File: src/rtl/manch_rx_cs.sv
module manch_rx_cs #(
  parameter int SPB       = 8,
  parameter int MID_MIN   = 6,
  parameter int MID_MAX   = 10,
  parameter int TAIL_BITS = 5
) (
  input  logic clk_os,
  input  logic rst_n,
  input  logic rx_in,
  input  logic lbk,
  input  logic lb_data,
  output logic crs,
  output logic rxc,
  output logic rxd
);
  localparam int CW   = $clog2(MID_MAX + 2);
  localparam int PW   = $clog2(SPB + 1);
  localparam int TW   = $clog2(TAIL_BITS + 1);
  localparam logic [CW-1:0] GAP_LO = CW'(MID_MIN);
  localparam logic [CW-1:0] GAP_HI = CW'(MID_MAX);
  localparam logic [PW-1:0] PH_WRAP = PW'(SPB);
  localparam logic [PW-1:0] PH_HALF = PW'(SPB / 2);
  localparam logic [TW-1:0] TAIL_N  = TW'(TAIL_BITS);

  logic s_meta, s_q, s_prev;
  logic [CW-1:0] gap_q;
  logic [PW-1:0] ph_q;
  logic [TW-1:0] tail_q;

  wire line_sel = lbk ? lb_data : rx_in;
  wire edge_w   = s_q ^ s_prev;
  wire tail_on  = (tail_q != '0);
  wire start_w  = ~crs & ~tail_on & edge_w & ~s_q;
  wire mid_w    = crs & edge_w & (gap_q >= GAP_LO) & (gap_q <= GAP_HI);
  wire lost_w   = crs & ~mid_w & (gap_q >= GAP_HI);
  wire bit_w    = start_w | mid_w;
  wire run_w    = crs | tail_on;

  always_ff @(posedge clk_os or negedge rst_n) begin
    if (!rst_n) begin
      s_meta <= 1'b0;
      s_q    <= 1'b0;
      s_prev <= 1'b0;
    end else begin
      s_meta <= line_sel;
      s_q    <= s_meta;
      s_prev <= s_q;
    end
  end

  always_ff @(posedge clk_os or negedge rst_n) begin
    if (!rst_n)       crs <= 1'b0;
    else if (start_w) crs <= 1'b1;
    else if (lost_w)  crs <= 1'b0;
  end

  always_ff @(posedge clk_os or negedge rst_n) begin
    if (!rst_n)                    gap_q <= '0;
    else if (bit_w)                gap_q <= CW'(1);
    else if (crs && gap_q < GAP_HI) gap_q <= gap_q + 1'b1;
  end

  always_ff @(posedge clk_os or negedge rst_n) begin
    if (!rst_n)                                tail_q <= '0;
    else if (lost_w)                           tail_q <= TAIL_N;
    else if (!crs && tail_on && ph_q == PH_HALF) tail_q <= tail_q - 1'b1;
  end

  always_ff @(posedge clk_os or negedge rst_n) begin
    if (!rst_n) begin
      ph_q <= '0;
      rxc  <= 1'b0;
      rxd  <= 1'b0;
    end else if (bit_w) begin
      ph_q <= PW'(1);
      rxc  <= 1'b0;
      rxd  <= s_q;
    end else begin
      ph_q <= (ph_q >= PH_WRAP) ? PW'(1) : ph_q + 1'b1;
      if (ph_q >= PH_WRAP)                rxc <= 1'b0;
      else if (ph_q == PH_HALF && run_w)  rxc <= 1'b1;
    end
  end
endmodule

File: config.mk
export PLATFORM = sky130hd
export DESIGN_NAME = manch_rx_cs
export DESIGN_NICKNAME = d
export VERILOG_FILES = /design/src/rtl/manch_rx_cs.sv
export SDC_FILE = /design/constraint.sdc
export NUM_CORES = 1
export LEC_CHECK = 0
export BUFFER_PORTS_ARGS = -buffer_cell sky130_fd_sc_hd__buf_2
export CORE_UTILIZATION = 60
export DETAILED_ROUTE_END_ITERATION = 12
export PLACE_DENSITY_LB_ADDON = 0.25
export SLEW_MARGIN = 20
export SYNTH_ARGS = -nofsm -noshare
export SYNTH_HDL_FRONTEND = slang
export SYNTH_SLANG_ARGS = --single-unit
File: constraint.sdc
create_clock -name clk_os -period 3.5 [get_ports clk_os]
set_clock_uncertainty 0.15 [all_clocks]
set_input_delay 0.7 -clock clk_os [delete_from_list [all_inputs] [get_ports clk_os]]
set_output_delay 0.7 -clock clk_os [all_outputs]
set_load 0.01 [all_outputs]
==> impl_metrics.json, run 1 <==
{
  "design.portCount": 8,
  "area_growth_pct": 6.225,
  "die_y_microns": 41.26,
  "worstMarginPinSlew_ns": 0.4903,
  "wirelength_microns": 1553,
  "viasPerCell": 5.880,
  "slew_headroom_pct": 67.31,
  "gr-total-overflow": 0,
  "startpoint": "crs$_DFFE_PN0P_",
  "antenna_found_initial": 0,
  "ys_seq_area_share_pct": 46.01,
  "cts-root-buf": "clkbuf_4",
  "r2r_end": "ph_q[0]$_DFF_PN0_",
  "num_rows": 13,
  "synth-async-reset-ratio_pct": 100.0,
  "slew_viol_final": 0,
  "critPathLaunchType": "flop",
  "crit_buf_inv": 1,
  "clk_latency_ns": 0.28,
  "rsz0062_at_grt": "no",
  "power_density_nw_per_um2": 867.9,
  "post_drt_wl_per_cell_microns": 14.38,
  "syn_area_per_cell_sq_um": 11.01,
  "die_x_microns": 41.26,
  "tns_ns": 0,
  "reg2reg_from": "gap_q[0]$_DFFE_PN0P_",
  "ys.flop_type": "dfrtp_1",
  "finalHoldViolCount": 0,
  "place_congestion": 0.6934,
  "p_leak_uw": 0.0004449,
  "diodes": 0,
  "synth_top_area_cell": "dfrtp_1",
  "synth_fp_nets": 95,
  "antenna_left": 0,
  "maxCapViolations": 0,
  "status": "complete, no violations",
  "cpMaxStageDelayCell": "dfrtp_1",
  "p_total_uw": 852.5,
  "cpLargestDelayFamily": "flip-flops",
  "cts_tree": "done",
  "cpPeakStageDelay_ns": 0.66,
  "clk_pin_slew_ns": 0.10,
  "dp_hpwl_microns": 1179,
  "final_util_pct": 71.89,
  "synth_edf_count": 0,
  "clockBufferDepth": 2,
  "postCtsResizedCells": 0,
  "grt_pass1_wl_microns": 2346,
  "synth_cells": 84,
  "required_ns": 2.65,
  "hp-class": "input port to asynchronous set/reset pin",
  "worst-r2r-cell-count": 6,
  "yosysMostFrequentCell": "dfrtp_1",
  "ys_ff_latch": 17,
  "drc": 0,
  "worst_setup_path_end_kind": "output port",
  "grt_start_max_net_pins": 18,
  "crit_arrival_ns": 1.16,
  "num_vias": 635,
  "ir_drop_mv": 0.5389,
  "layout_setup_ws_ns": 1.485,
  "synth_cell_types": 32,
  "crit_path_cell_trace": "buf_2",
  "syn_area_sq_um": 924.6,
  "yosysTopAreaCellShare_pct": 46.01,
  "fmax_mhz": 496.3,
  "first_global_vias": 533,
  "drive_above_1_share_pct": 21.51,
  "cts_setup_buffers": 0,
  "synth_common_cells": "dfrtp_1 (17), ha_1 (6), inv_1 (6)",
  "cts.sink_count": 17,
  "holdBufCountCts": 0,
  "drt_iter0_markers": 3,
  "synth_area_leaders": "dfrtp_1 (46%), ha_1 (8.1%), xnor2_1 (3.8%), a2bb2oi_4 (2.8%), a21oi_2 (2.8%)",
  "design.die.area_sq_um": 1702,
  "crit_end": "crs",
  "crit_type": "flop to output port",
  "reg2reg_slack_ns": 1.63,
  "core_sq_um": 1366,
  "cp.depth": 1,
  "cts-htree-levels": 1,
  "nets": 105,
  "initial_core_util_pct": 67.67,
  "finalCritPeriodShare_pct": 57.57,
  "io_buffers": 7,
  "crit_fanout": 13,
  "ys_warn_count": 0,
  "track_usage_pct": 22.10,
  "cts_buffers": 3,
  "fin_crit_ns": 2.015,
  "drtPass1Iterations": 4,
  "setup_viol_count_final": 0,
  "dp_slack_ns": 1.656
}
==> registers in the layout (all words and copies together) (netlist names) <==
| register | count |
|---|---|
| gap_q | 4 |
| rxd | 1 |
| s_q | 1 |
| crs | 1 |
| s_prev | 1 |
| tail_q | 3 |
| s_meta | 1 |
| ph_q | 4 |
| rxc | 1 |
==> cell type report <==
cell class	count	area [sq um]
Clock buffer	4	26.28
Sequential cell	17	425.4
Inverter	7	26.28
Multi-Input combinational cell	58	450.4
Timing Repair Buffer	7	35.03
Fill cell	102	384.1
Tap cell	15	18.77
==> per-layer routing <==
| metal | track usage, % | routed length (microns) | up-vias |
|---|---|---|---|
| met2 | 38.67 | 778 | 12 |
| met4 | 7.258 | 13 | 0 |
| li1 | - | - | 312 |
| met1 | 27.59 | 707 | 309 |
| met5 | 0 | 0 | - |
| met3 | 3.261 | 54 | 2 |
==> power by group <==
group          internal [uW]  switching (uW)  leakage, uW  total, uW
logic                    187             186     0.000231        373
registers                271             109     0.000199        380
clock network           44.1            55.1    0.0000150       99.2
total                    502             350     0.000445        852
==> through the flow <==
step	hold WS [ns]	std cells	cell area, sq um
after CTS	0.1704	108	982.2
after global placement	0.1823	104	955.9
final	0.1681	108	982.2
after global routing	0.2007	108	982.2
after detailed placement	0.1887	104	955.9
after floorplan	0.1812	84	924.6
==> cell families (layout without fill, tap and decap cells) <==
group	count (synthesis)	count (layout)	synth area share [%]
AO/OA/AOI/OAI	23	23	19.76
AND/OR/NAND/NOR	23	23	14.89
flip-flops	17	17	46.01
buffers and inverters	9	18	5.277
adder cells (fa/ha/maj)	6	6	8.119
XOR/XNOR	5	5	4.736
multiplexers	1	1	1.218
==> worst reg2reg max path: stages, from the launching register on <==
cell	delay (ns)
dfrtp_1	0.46
inv_1	0.10
ha_1	0.22
nor2_2	0.17
a2bb2oi_4	0.19
a21oi_2	0.12
or3_1	0.34
==> layout by cell type (no fill, tap or decap), types with 2 or more instances in the layout <==
master / count
dfrtp_1: 17
buf_2: 7
inv_1: 6
ha_1: 6
a21oi_1: 5
nand2_1: 5
xnor2_1: 4
nor3_1: 4
a21oi_2: 3
o21ai_0: 3
nor2_1: 3
clkbuf_4: 3
nand3_1: 2
a211o_1: 2
o21a_1: 2
a31oi_1: 2
o22ai_1: 2
==> how the worst min path moves through the flow <==
stage	endpoint	slack, ns	depth (start not counted)
2_1_floorplan	s_q$_DFF_PN0_	0.18	0
3_3_place_gp	s_q$_DFF_PN0_	0.18	0
3_5_place_dp	s_q$_DFF_PN0_	0.19	0
4_1_cts	tail_q[1]$_DFFE_PN0P_	0.17	1
5_1_grt	crs$_DFFE_PN0P_	0.20	1
6_report	tail_q[1]$_DFFE_PN0P_	0.17	1
Power figures use the tool's default switching activity.
==> inputs of run 2 (changes only) <==
Settings changed: CORE_UTILIZATION 60 to 51.
Clock period 3.5 ns to 1.72 ns, I/O delays scaled along.
==> run 2 against run 1 <==
Core utilization fell by 9.7 points; global-route usage decreased by 3.1 points; sequential cell count is the same; sequential power up 86%; clock-buffer cell count is the same; critical endpoint unchanged; wire length up 1.5%; worst setup slack got worse by 1.4 ns; cell count up 16%; highest routed layer unchanged; largest cell class unchanged; non-clock buffer count is 7 higher; sequential share of layout area is 3.3 points lower; first-iteration DRC count increased to 3.3 times the previous value.
==> impl_metrics.json, run 2 (synthesis gave the netlist of run 1 again) <==
{
  "crit_type": "flop to output port",
  "startpoint": "crs$_DFFE_PN0P_",
  "p_comb_share_pct": 50.2,
  "fin_crit_ns": 1.655,
  "fillers": 142,
  "crit_arrival_ns": 1.16,
  "cts-htree-levels": 1,
  "clockBufferDepth": 2,
  "mostFrequentLayoutCell": "dfrtp_1",
  "instances_no_fill": 125,
  "drt_iter0_markers": 10,
  "cts.sink_count": 17,
  "fmax_mhz": 604.2,
  "worst_setup_path_end_kind": "output port",
  "initial_core_util_pct": 54.14,
  "grt_pass1_wl_microns": 2601,
  "diodes": 0,
  "track_usage_pct": 18.96,
  "die_x_microns": 44.58,
  "hp-start": "rx_in",
  "viasPerCell": 5.312,
  "clk_latency_ns": 0.29,
  "cpMaxStageDelayCell": "dfrtp_1",
  "rsz0062_at_grt": "yes",
  "antenna_found_initial": 0,
  "die_y_microns": 44.58,
  "gr-total-overflow": 0,
  "design.die.area_sq_um": 1987,
  "drtPass1Iterations": 4,
  "dp_slack_ns": 0.02811,
  "crit_path_cell_trace": "buf_4, buf_2",
  "required_ns": 1.23,
  "p_int_uw": 1111,
  "cts_buffers": 3,
  "cts_tree": "done",
  "finalCritPeriodShare_pct": 96.23,
  "reg_top3": "gap_q: 4 flops, ph_q: 4 flops, tail_q: 3 flops",
  "placed_cells": 119,
  "maxCapViolations": 0,
  "slew_viol_final": 0,
  "setup_viol_count_final": 0,
  "layout_setup_ws_ns": 0.06488,
  "drc": 0,
  "num_rows": 15,
  "antenna_left": 0,
  "netSwitchingFraction_pct": 39.99,
  "crit_fanout": 8,
  "critPathLaunchType": "flop",
  "io_buffers": 7,
  "cpPeakStageDelay_ns": 0.54,
  "final_util_pct": 62.20,
  "wirelength_microns": 1577,
  "finalHoldViolCount": 0,
  "slew_headroom_pct": 74.35,
  "worstMarginPinSlew_ns": 0.3848,
  "mostFrequentLayoutCells": "dfrtp_1 (17), buf_2 (7), buf_4 (6)",
  "pwr-share-clk_pct": 11.6,
  "core_sq_um": 1708,
  "place_congestion": 0.7517,
  "grt_start_max_net_pins": 18,
  "status": "complete, no violations",
  "ir_drop_mv": 0.8082,
  "hp-class": "input port to flop",
  "p_leak_uw": 0.0004770,
  "sequentialPowerShare_pct": 38.2,
  "post_drt_wl_per_cell_microns": 12.62,
  "power_density_nw_per_um2": 1743,
  "power.net_switching_uw": 740.3,
  "clk_pin_slew_ns": 0.10,
  "nets": 112,
  "area_growth_pct": 14.89,
  "first_global_vias": 611,
  "num_vias": 664,
  "cts-root-buf": "clkbuf_4",
  "reg2reg_from": "tail_q[0]$_DFFE_PN0P_",
  "design.portCount": 8,
  "drive_above_1_share_pct": 31.00,
  "dp_hpwl_microns": 1186
}
==> run 2: cell type report <==
type                       instances  area [sq um]  area share, %
inverter                           7         26.28          2.473
multi-input combinational         58         462.9          43.58
clock buffer                       4         26.28          2.473
tap                               25         31.28          2.945
sequential                        17         425.4          40.05
timing repair buffer              14         90.09          8.481
==> run 2: what timing repair did <==
| action | in CTS | in global routing |
|---|---|---|
| gates resized for setup | 0 | 5 |
| setup endpoints to repair | 0 | 8 |
| hold endpoints to repair | 17 | 0 |
| buffers inserted | 0 | 1 |
| hold buffers | 1 | 0 |
==> run 2: power groups by stage <==
stage	combinational (uW)	sequential, uW	clock (uW)
3_5_place_dp	905	712	0
6_report	929	707	215
5_1_grt	1040	728	239
4_1_cts	909	704	221
2_1_floorplan	689	704	0
3_3_place_gp	870	703	0
==> run 2: stage by stage <==
stage / cell area [sq um] / setup TNS [ns] / total power, uW / hold slack, ns
finish: 1062 / 0 / 1851 / 0.1289
global route: 1062 / -0.009506 / 2009 / 0.1116
CTS: 1042 / 0 / 1833 / 0.1274
detailed placement: 1006 / 0 / 1617 / 0.1420
global placement: 1006 / 0 / 1574 / 0.1298
floorplan: 924.6 / 0 / 1393 / -0.1016
==> run 2: path summary, 6_finish.rpt <==
check / to / slack [ns] / cells after the start
worst max-delay path: crs / 0.06 / 2
min in group asynchronous: gap_q[0]$_DFFE_PN0P_ / 0.35 / 2
max in group asynchronous: ph_q[2]$_DFF_PN0_ / 0.80 / 2
worst min register to register: s_q$_DFF_PN0_ / 0.21 / 0
worst min-delay path: s_meta$_DFF_PN0_ / 0.13 / 2
worst max register to register: ph_q[0]$_DFF_PN0_ / 0.07 / 6
==> run 2: critical path: cells and delay by family, from the launching register on <==
| family | cells | cell delay (ns) |
|---|---|---|
| DFF | 1 | 0.54 |
| buffers and inverters | 2 | 0.33 |
==> run 2: metal layers <==
metal / vias up / track usage, % / wire length, microns
met5: - / 0 / 0
met4: 0 / 10.91 / 22
met3: 2 / 4.898 / 26
met2: 5 / 30.00 / 803
met1: 324 / 23.32 / 724
li1: 333 / - / -
==> inputs of run 3 (changes only) <==
--- a/config.mk
+++ b/config.mk
@@ -7,5 +7,5 @@
 export LEC_CHECK = 0
 export BUFFER_PORTS_ARGS = -buffer_cell sky130_fd_sc_hd__buf_2
-export CORE_UTILIZATION = 51
+export CORE_UTILIZATION = 45
 export DETAILED_ROUTE_END_ITERATION = 12
 export PLACE_DENSITY_LB_ADDON = 0.25
--- a/constraint.sdc
+++ b/constraint.sdc
@@ -3,3 +3,3 @@
 set_input_delay 0.344 -clock clk_os [delete_from_list [all_inputs] [get_ports clk_os]]
 set_output_delay 0.344 -clock clk_os [all_outputs]
-set_load 0.01 [all_outputs]
+set_load 0.005 [all_outputs]
==> run 3 against run 2 <==
First-iteration DRC count shrank 30%; global-route usage fell by 1.8 points; critical path type is now flop to flop; sequential share of layout area decreased by 0.47 points; wire length rose by 1.0%; clock-buffer cell count is the same.
==> impl_metrics.json, run 3 (synthesis gave the netlist of run 1 again) <==
{
  "design.die.area_sq_um": 2240,
  "fmax_mhz": 606.2,
  "track_usage_pct": 17.14,
  "seqCellArea_sq_um": 425.4,
  "hp-class": "input port to flop",
  "setup_viol_count_final": 0,
  "crit_path_cell_trace": "inv_1, ha_1, nor2_2, o2bb2ai_2, a211o_1, o211a_1",
  "layout_setup_ws_ns": 0.07036,
  "final_util_pct": 55.35,
  "fin_crit_ns": 1.650,
  "die_y_microns": 47.33,
  "core_sq_um": 1942,
  "initial_core_util_pct": 47.62,
  "drive_above_1_share_pct": 31.31,
  "mostFrequentLayoutCells": "dfrtp_1 (17), buf_2 (7), inv_1 (6)",
  "cpMaxStageDelayCell": "a211o_1",
  "dp_slack_ns": 0.03892,
  "nets": 111,
  "slew_viol_final": 0,
  "cts-root-buf": "clkbuf_4",
  "multi_input_area_sq_um": 480.5,
  "cts_buffers": 3,
  "slew_headroom_pct": 74.72,
  "grt_pass1_wl_microns": 2608,
  "p_leak_uw": 0.0004770,
  "required_ns": 1.75,
  "io_buffers": 7,
  "worstMarginPinSlew_ns": 0.3792,
  "instances_no_fill": 126,
  "clk_pin_slew_ns": 0.09,
  "tns_ns": 0,
  "reg2reg_slack_ns": 0.07,
  "wirelength_microns": 1593,
  "drc": 0,
  "cts_tree": "done",
  "drtPass1Iterations": 4,
  "cts-htree-levels": 1,
  "power_density_nw_per_um2": 1718,
  "placed_cells": 120,
  "diodes": 0,
  "cp.depth": 6,
  "cpLargestDelayFamily": "compound AO/OA/AOI/OAI gates",
  "crit_fanout": 4,
  "first_global_vias": 588,
  "reg2reg_from": "gap_q[0]$_DFFE_PN0P_",
  "drt_iter0_markers": 7,
  "reg_top3": "gap_q: 4 flops, ph_q: 4 flops, tail_q: 3 flops",
  "num_rows": 16,
  "place_congestion": 0.7466,
  "grt_start_max_net_pins": 18,
  "antenna_left": 0,
  "post_drt_wl_per_cell_microns": 12.64,
  "crit_buf_inv": 1,
  "maxCapViolations": 0,
  "crit_arrival_ns": 1.68,
  "fillers": 181,
  "startpoint": "gap_q[0]$_DFFE_PN0P_",
  "crit_end": "tail_q[1]$_DFFE_PN0P_",
  "r2r_end": "tail_q[1]$_DFFE_PN0P_",
  "die_x_microns": 47.33,
  "worst_setup_path_end_kind": "flop",
  "cts.sink_count": 17,
  "p_total_uw": 1847,
  "cpPeakStageDelay_ns": 0.36,
  "clockBufferDepth": 2,
  "gr-total-overflow": 0,
  "antenna_found_initial": 0,
  "dp_hpwl_microns": 1229,
  "num_vias": 654,
  "finalHoldViolCount": 0,
  "finalCritPeriodShare_pct": 95.91,
  "area_growth_pct": 16.24,
  "status": "complete, no violations",
  "viasPerCell": 5.190,
  "ir_drop_mv": 0.8115,
  "clk_latency_ns": 0.28,
  "crit_type": "flop to flop",
  "mostFrequentLayoutCell": "dfrtp_1",
  "design.portCount": 8,
  "critPathLaunchType": "flop",
  "worst-r2r-cell-count": 6
}
==> run 3: power by group <==
group          internal, uW  leakage [uW]  total (uW)  switching (uW)
clock                  90.0     0.0000150         201             111
combinational           466      0.000263         917             451
sequential              552      0.000199         728             177
==> run 3: worst register-to-register path: cells and delay by family, from the launching register on <==
family	cells	cell delay, ns
AOI/OAI and AO/OA	3	0.60
adders and majority gates	1	0.20
DFF	1	0.35
buffers and inverters	1	0.07
and+or+nand+nor	1	0.18
==> run 3: area by class of cell <==
class,count,area share [%]
multi-input cells,58,44.70
well taps,27,3.143
inverters,7,2.445
repair buffers,13,7.683
flip-flops and latches,17,39.58
clock buffers,4,2.445
==> run 3: repair_timing <==
action,4_1_cts,5_1_grt
gates resized for setup,0,7
endpoints found under the hold margin,17,0
endpoints found under the setup margin,0,10
buffers inserted,0,1
hold buffers,1,0
==> run 3: layer usage <==
layer	vias up	routed length, microns	global-route usage (%)	part of all wire (%)
met2	6	837	25.75	53
met5	-	0	0	0
met1	314	716	22.62	45
li1	332	-	-	-
met4	0	9	6.857	0.56
met3	2	30	5.769	1.9
==> run 3: worst min path at each step <==
stage | start | to | slack, ns | cells after the start
global route | rx_in | s_meta$_DFF_PN0_ | 0.12 | 2
finish | rx_in | s_meta$_DFF_PN0_ | 0.14 | 2
global placement | rst_n | gap_q[0]$_DFFE_PN0P_ | 0.13 | 1
detailed placement | rst_n | rxd$_DFFE_PN0N_ | 0.14 | 1
floorplan | rst_n | crs$_DFFE_PN0P_ | -0.10 | 0
CTS | rx_in | s_meta$_DFF_PN0_ | 0.13 | 2
==> run 3: metrics by stage <==
step           hold WS [ns]  area, sq um
3_5_place_dp         0.1386         1001
6_report             0.1411         1075
3_3_place_gp         0.1312         1001
4_1_cts              0.1292         1037
5_1_grt              0.1189         1075
2_1_floorplan       -0.1016        924.6
